<file path="src/rtl/exti_pkg.sv">
package exti_pkg;

  typedef enum logic [1:0] {
    POL_LOW_LEVEL = 2'b00,
    POL_RISE      = 2'b01,
    POL_FALL      = 2'b10,
    POL_BOTH      = 2'b11
  } pol_e;

  // Decide whether a transition of the combined line counts as an event
  function automatic logic edge_hit(pol_e pol, logic prev, logic cur);
    logic rise;
    logic fall;
    rise = ~prev & cur;
    fall = prev & ~cur;
    case (pol)
      POL_RISE: return rise;
      POL_FALL: return fall;
      POL_BOTH: return rise | fall;
      default:  return 1'b0;
    endcase
  endfunction

endpackage

</file>
<file path="src/rtl/exti_rst_sync.sv">
module exti_rst_sync #(
  parameter int unsigned STAGES = 2
) (
  input  logic clk_i,
  input  logic rst_ni,
  output logic rst_no
);
  logic [STAGES-1:0] chain_q;
  logic [STAGES-1:0] chain_d;

  always_comb begin
    chain_d = {chain_q[STAGES-2:0], 1'b1};
  end

  always_ff @(posedge clk_i or negedge rst_ni) begin
    if (!rst_ni) chain_q <= '0;
    else         chain_q <= chain_d;
  end

  assign rst_no = chain_q[STAGES-1];
endmodule

</file>
<file path="src/rtl/exti_sync.sv">
module exti_sync #(
  parameter int unsigned WIDTH  = 8,
  parameter int unsigned STAGES = 2
) (
  input  logic             clk_i,
  input  logic             rst_ni,
  input  logic [WIDTH-1:0] d_i,
  output logic [WIDTH-1:0] q_o
);
  localparam int unsigned LAST = STAGES - 1;

  for (genvar b = 0; b < WIDTH; b++) begin : g_bit
    logic [STAGES-1:0] stg_q;
    logic [STAGES-1:0] stg_d;

    always_comb begin
      stg_d = {stg_q[STAGES-2:0], d_i[b]};
    end

    // Idle-high reset value: pins are active low
    always_ff @(posedge clk_i or negedge rst_ni) begin
      if (!rst_ni) stg_q <= '1;
      else         stg_q <= stg_d;
    end

    assign q_o[b] = stg_q[LAST];
  end
endmodule

</file>
<file path="src/rtl/exti_combine.sv">
module exti_combine #(
  parameter int unsigned WIDTH = 8
) (
  input  logic [WIDTH-1:0] pin_s_i,
  input  logic [WIDTH-1:0] en_i,
  output logic             line_o
);
  logic [WIDTH-1:0] masked;

  always_comb begin
    masked = pin_s_i | ~en_i;
    line_o = &masked;
  end

  // an empty enable mask leaves the line idle high
  always_comb begin
    a_no_enable_idle_r2: assert (!(en_i == '0) || line_o)
      else $error("combined line low with no enabled pin");
  end
endmodule

</file>
<file path="src/rtl/exti_edge.sv">
module exti_edge
  import exti_pkg::*;
(
  input  logic clk_i,
  input  logic rst_ni,
  input  logic line_i,
  input  pol_e pol_i,
  output logic event_o,
  output logic level_req_o
);
  logic prev_q;
  logic prev_d;

  always_comb begin
    prev_d      = line_i;
    event_o     = edge_hit(pol_i, prev_q, line_i);
    level_req_o = (pol_i == POL_LOW_LEVEL) & ~line_i;
  end

  always_ff @(posedge clk_i or negedge rst_ni) begin
    if (!rst_ni) prev_q <= 1'b1;
    else         prev_q <= prev_d;
  end

  // level mode never reports an edge event
  p_level_no_event_r6: assert property (@(posedge clk_i) disable iff (!rst_ni)
    (pol_i == POL_LOW_LEVEL) |-> !event_o);

  // falling-only mode fires only after the line was high one cycle ago
  p_fall_needs_high_r3: assert property (@(posedge clk_i) disable iff (!rst_ni)
    (pol_i == POL_FALL && event_o) |-> (prev_q && !line_i));
endmodule

</file>
<file path="src/rtl/exti_detector.sv">
module exti_detector
  import exti_pkg::*;
#(
  parameter int unsigned NUM_PINS    = 8,
  parameter int unsigned SYNC_STAGES = 2,
  parameter int unsigned RST_STAGES  = 2
) (
  input  logic                clk_i,
  input  logic                rst_ni,
  input  logic [NUM_PINS-1:0] pin_i,
  input  logic [NUM_PINS-1:0] pin_en_i,
  input  logic [1:0]          polarity_i,
  input  logic                ack_i,
  output logic                irq_o
);
  logic                rst_n_int;
  logic [NUM_PINS-1:0] pin_s;
  logic                line;
  logic                evt;
  logic                lvl_req;
  logic                pend_q;
  logic                pend_d;
  logic                pend_en;
  pol_e                pol;

  assign pol = pol_e'(polarity_i);

  exti_rst_sync #(.STAGES(RST_STAGES)) u_rst (
    .clk_i (clk_i),
    .rst_ni(rst_ni),
    .rst_no(rst_n_int)
  );

  exti_sync #(.WIDTH(NUM_PINS), .STAGES(SYNC_STAGES)) u_sync (
    .clk_i (clk_i),
    .rst_ni(rst_n_int),
    .d_i   (pin_i),
    .q_o   (pin_s)
  );

  exti_combine #(.WIDTH(NUM_PINS)) u_comb (
    .pin_s_i(pin_s),
    .en_i   (pin_en_i),
    .line_o (line)
  );

  exti_edge u_edge (
    .clk_i      (clk_i),
    .rst_ni     (rst_n_int),
    .line_i     (line),
    .pol_i      (pol),
    .event_o    (evt),
    .level_req_o(lvl_req)
  );

  // Pending flag: a new event beats the acknowledge
  always_comb begin
    pend_en = evt | ack_i;
    pend_d  = evt ? 1'b1 : 1'b0;
  end

  always_ff @(posedge clk_i or negedge rst_n_int) begin
    if (!rst_n_int)   pend_q <= 1'b0;
    else if (pend_en) pend_q <= pend_d;
  end

  assign irq_o = (pol == POL_LOW_LEVEL) ? lvl_req : pend_q;

  // an acknowledge without a competing event clears the flag
  p_ack_clears_r7: assert property (@(posedge clk_i) disable iff (!rst_n_int)
    (ack_i && !evt) |=> !pend_q);

  // without an acknowledge the flag holds
  p_flag_holds_r7: assert property (@(posedge clk_i) disable iff (!rst_n_int)
    (pend_q && !ack_i) |=> pend_q);

  // an event always leaves the flag set, acknowledge or not
  p_event_wins_r8: assert property (@(posedge clk_i) disable iff (!rst_n_int)
    evt |=> pend_q);

  // the flag only rises after an event
  p_no_spurious_r3: assert property (@(posedge clk_i) disable iff (!rst_n_int)
    $rose(pend_q) |-> $past(evt));
endmodule

</file>
<file path="config.mk">
export PLATFORM = sky130hd
export DESIGN_NAME = exti_detector
export DESIGN_NICKNAME = d
export VERILOG_FILES = /design/src/rtl/exti_pkg.sv /design/src/rtl/exti_rst_sync.sv /design/src/rtl/exti_sync.sv /design/src/rtl/exti_combine.sv /design/src/rtl/exti_edge.sv /design/src/rtl/exti_detector.sv
export SDC_FILE = /design/constraint.sdc
export NUM_CORES = 1
export LEC_CHECK = 0
export BUFFER_PORTS_ARGS = -buffer_cell sky130_fd_sc_hd__buf_2
export CAP_MARGIN = 20
export CORE_UTILIZATION = 47
export CTS_CLUSTER_SIZE = 14
export DETAILED_ROUTE_END_ITERATION = 6
export GPL_TIMING_DRIVEN = 0
export PLACE_DENSITY = 0.82
export SETUP_SLACK_MARGIN = 0.4
export SYNTH_ARGS = -nofsm -noshare
export SYNTH_HDL_FRONTEND = slang
export SYNTH_SLANG_ARGS = --single-unit
</file>
<file path="constraint.sdc">
create_clock -name clk_i -period 1.5 [get_ports clk_i]
set_input_delay 0.225 -clock clk_i [delete_from_list [all_inputs] [get_ports clk_i]]
set_output_delay 0.225 -clock clk_i [all_outputs]
set_load 0.005 [all_outputs]
</file>
==> run_results.csv <==
group,metric,value,unit
outcome,status,"finished, violations left",
outcome,violations,"negative setup slack",
layout,stdcell_area,1010,sq um
global_route,grt_pass1_vias,424,
min_path,hold_path_class,"in -> reg",
critical_path,r2r-start,"u_sync.g_bit[4].stg_q[1]",
global_route,grt_overflow,0,
die,die_area,1630,sq um
critical_path,cp.required,1.66,ns
cts,cts_tree,"built",
logic_synthesis,avgSynthCellArea,15.0,sq um
logic_synthesis,synth_cells,46,
detailed_routing,wl_per_cell,12.6,microns
detailed_routing,drt_iter0_markers,6,
critical_path,rr_endpoint,"pend_q",
cts,root_buffer,"clkbuf_4",
cts,cts_sinks,20,
timing,hold_viol,0,
placed_design,gp_congestion,0.578,
detailed_routing,drcViolationCount,0,
cts,worst_skew_pair.late_latency,0.29,ns
power_and_ir_drop,clockPowerShare,0.289,
logic_synthesis,ys_ff_latch,20,
timing,max_slew_margin,0.555,
critical_path,startpoint,"u_sync.g_bit[4].stg_q[1]",
critical_path,r2r_cells,7,
power_and_ir_drop,p_int,809,uW
timing,rsz0062_at_grt,"yes",
layout,diodes,0,
timing,worst_pin_slew,0.667,ns
timing,slew_violations,0,
power_and_ir_drop,p_leak,0.479,nW
power_and_ir_drop,swShare,0.209,
detailed_routing,vias,456,
logic_synthesis,yosysSeqAreaShare,0.755,
critical_path,cp_max_fo,3,
die,core_region_area,1330,sq um
die,die_x,40.3,microns
timing,hold_slack,0.0204,ns
layout,syn_to_final_growth,46.6,%
timing,fmax,0.557,GHz
layout,nets,108,
power_and_ir_drop,combinationalPowerShare,0.118,
layout,drive_gt1_frac,0.667,
die,dieHeight,40.3,microns
critical_path,cp-end-kind,"flop",
timing,worst_slack,-0.295,ns
logic_synthesis,netlist_area,691,sq um
power_and_ir_drop,ir_drop,850,uV
placed_design,io_buffers,21,
die,num_io_pins,22,
global_route,grt_max_degree,19,
timing,fin_crit,1.79,ns
critical_path,crit_type,"reg -> reg",
layout,final_util,0.759,
detailed_routing,drt_first_pass_iters,2,
critical_path,r2r_slack,-0.29,ns
critical_path,cp-endpoint,"pend_q",
detailed_routing,met2_length,681,microns
power_and_ir_drop,power.net_switching,214,uW
layout,register_area,522,sq um
logic_synthesis,yosys_warnings,0,
cts,ctsHtreeMaxLevel,1,
timing,setup_viol,3,
logic_synthesis,ys_types,17,
detailed_routing,wl_met3,49,microns
layout,nFillCells,92,
placed_design,hpwlAfterDp,722,microns
detailed_routing,detail-route-antenna-nets,0,
detailed_routing,routed_wirelength,1250,microns
flow_run,max-cap-violations,0,
die,start_util,0.518,
timing,skew,0.00210,ns
critical_path,critical_path.startpoint_type,"flop",
placed_design,placed_area,822,sq um
detailed_routing,routed_via_density,4.61,
detailed_routing,top_layer,"met4",
power_and_ir_drop,power_per_cell_area,1010,nW/um^2
global_route,grtUsageTotal,0.173,
global_route,antenna_found_initial,0,
layout,multi_input_area,184,sq um
cts,path_clk_slew,0.10,ns
global_route,grt_pass1_wl,1610,microns
logic_synthesis,syn_nets,69,
power_and_ir_drop,p_seq_frac,0.593,
critical_path,arrival,1.96,ns
cts,cts_buffers,3,
cts,cts_buffer_depth,2,
detailed_routing,wl_met1,486,microns
die,core.rowCount,13,
timing,fin_crit_sh,1.20,
-- timing repair --
item,CTS,global route
gates resized for setup,5,2
hold buffers,1,5
endpoints found under the hold margin,2,5
pin swaps,2,0
setup endpoints to repair,3,3
setup buffers,7,0
cloned,0,0
-- placed cells by master (no fill, tap or decap), drive strengths merged, types with 2 or more instances in the layout --
cell / n
nor2b: 2
dfstp: 17
nand2b: 3
dlygate4sd3: 6
clkbuf: 4
buf: 28
inv: 7
dfrtp: 3
nand2: 2
ha: 2
o22ai: 2
-- cell usage after synthesis, drive strengths merged --
cell type  number  area [sq um]
dfrtp           3          75.1
o41a            1          11.3
o22ai           2          12.5
inv             7          26.3
nand2           2          7.51
o221ai          1          8.76
ha              2          25.0
o2111ai         1          15.0
or2             1          6.26
nand2b          3          23.8
nor2b           2          12.5
nor3            1          5.00
or3             1          6.26
o21ai           1          5.00
conb            1          3.75
dfstp          17           447
-- worst min path at each step --
stage	startpoint	end	slack, ns	cells past startpoint
after floorplan	rst_ni	u_rst.chain_q[0]	-0.07	0
final	pin_i[7]	u_sync.g_bit[7].stg_q[0]	0.02	1
after detailed placement	rst_ni	u_rst.chain_q[0]	0.01	1
after CTS	pin_i[0]	u_sync.g_bit[0].stg_q[0]	0.008	1
after global placement	rst_ni	u_rst.chain_q[0]	0.01	1
after global routing	pin_i[3]	u_sync.g_bit[3].stg_q[0]	0.003	1
-- kinds of logic after synthesis --
logic type               Yosys count  share of synthesized area
AO/OA/AOI/OAI                      6                     0.0761
adder cells (fa/ha/maj)            2                     0.0362
buffers and inverters              7                     0.0381
flip-flops                        20                      0.755
other                              1                    0.00543
AND/OR/NAND/NOR                   10                     0.0888
-- cell type report --
class | count | area share
tap | 15 | 0.0185
clock buffer | 4 | 0.0358
multi-input combinational | 19 | 0.182
timing repair buffer | 34 | 0.222
sequential | 20 | 0.515
inverter | 7 | 0.0260
-- critical path, cell delays in order, from the launching register on --
cell	delay (ns)
dfstp_2	0.53
nand2b_4	0.12
o2111ai_4	0.13
or3_1	0.33
ha_1	0.29
nor2b_1	0.05
o21ai_1	0.10
o221ai_1	0.13
-- power by group through the flow --
stage | Sequential [mW] | Combinational, mW | Clock, mW
after floorplan | 0.608 | 0.0353 | 0
after global placement | 0.611 | 0.0693 | 0
after detailed placement | 0.614 | 0.0722 | 0
after CTS | 0.605 | 0.105 | 0.308
after global routing | 0.610 | 0.130 | 0.332
final | 0.606 | 0.121 | 0.296
-- metal layers --
layer  track usage  up-vias
met4         0.125        0
met3        0.0500        4
met2         0.321       17
li1              -      223
met1         0.153      212
met5             0        -
-- stage by stage --
step	setup WS, ns	total power, mW	setup TNS (ns)	cells
after global routing	-0.384	1.07	-0.965	99
after CTS	-0.299	1.02	-0.731	94
after global placement	-0.256	0.680	-0.277	82
final	-0.295	1.02	-0.746	99
after floorplan	-0.185	0.643	-0.185	46
after detailed placement	-0.294	0.686	-0.319	82
-- sequential cells by signal, indices dropped and copies added, names as in the netlist --
name / cells
pend_q: 1
u_edge.prev_q: 1
u_rst.chain_q: 2
u_sync.g_bit.stg_q: 16
(Power assumes the default switching activity.)
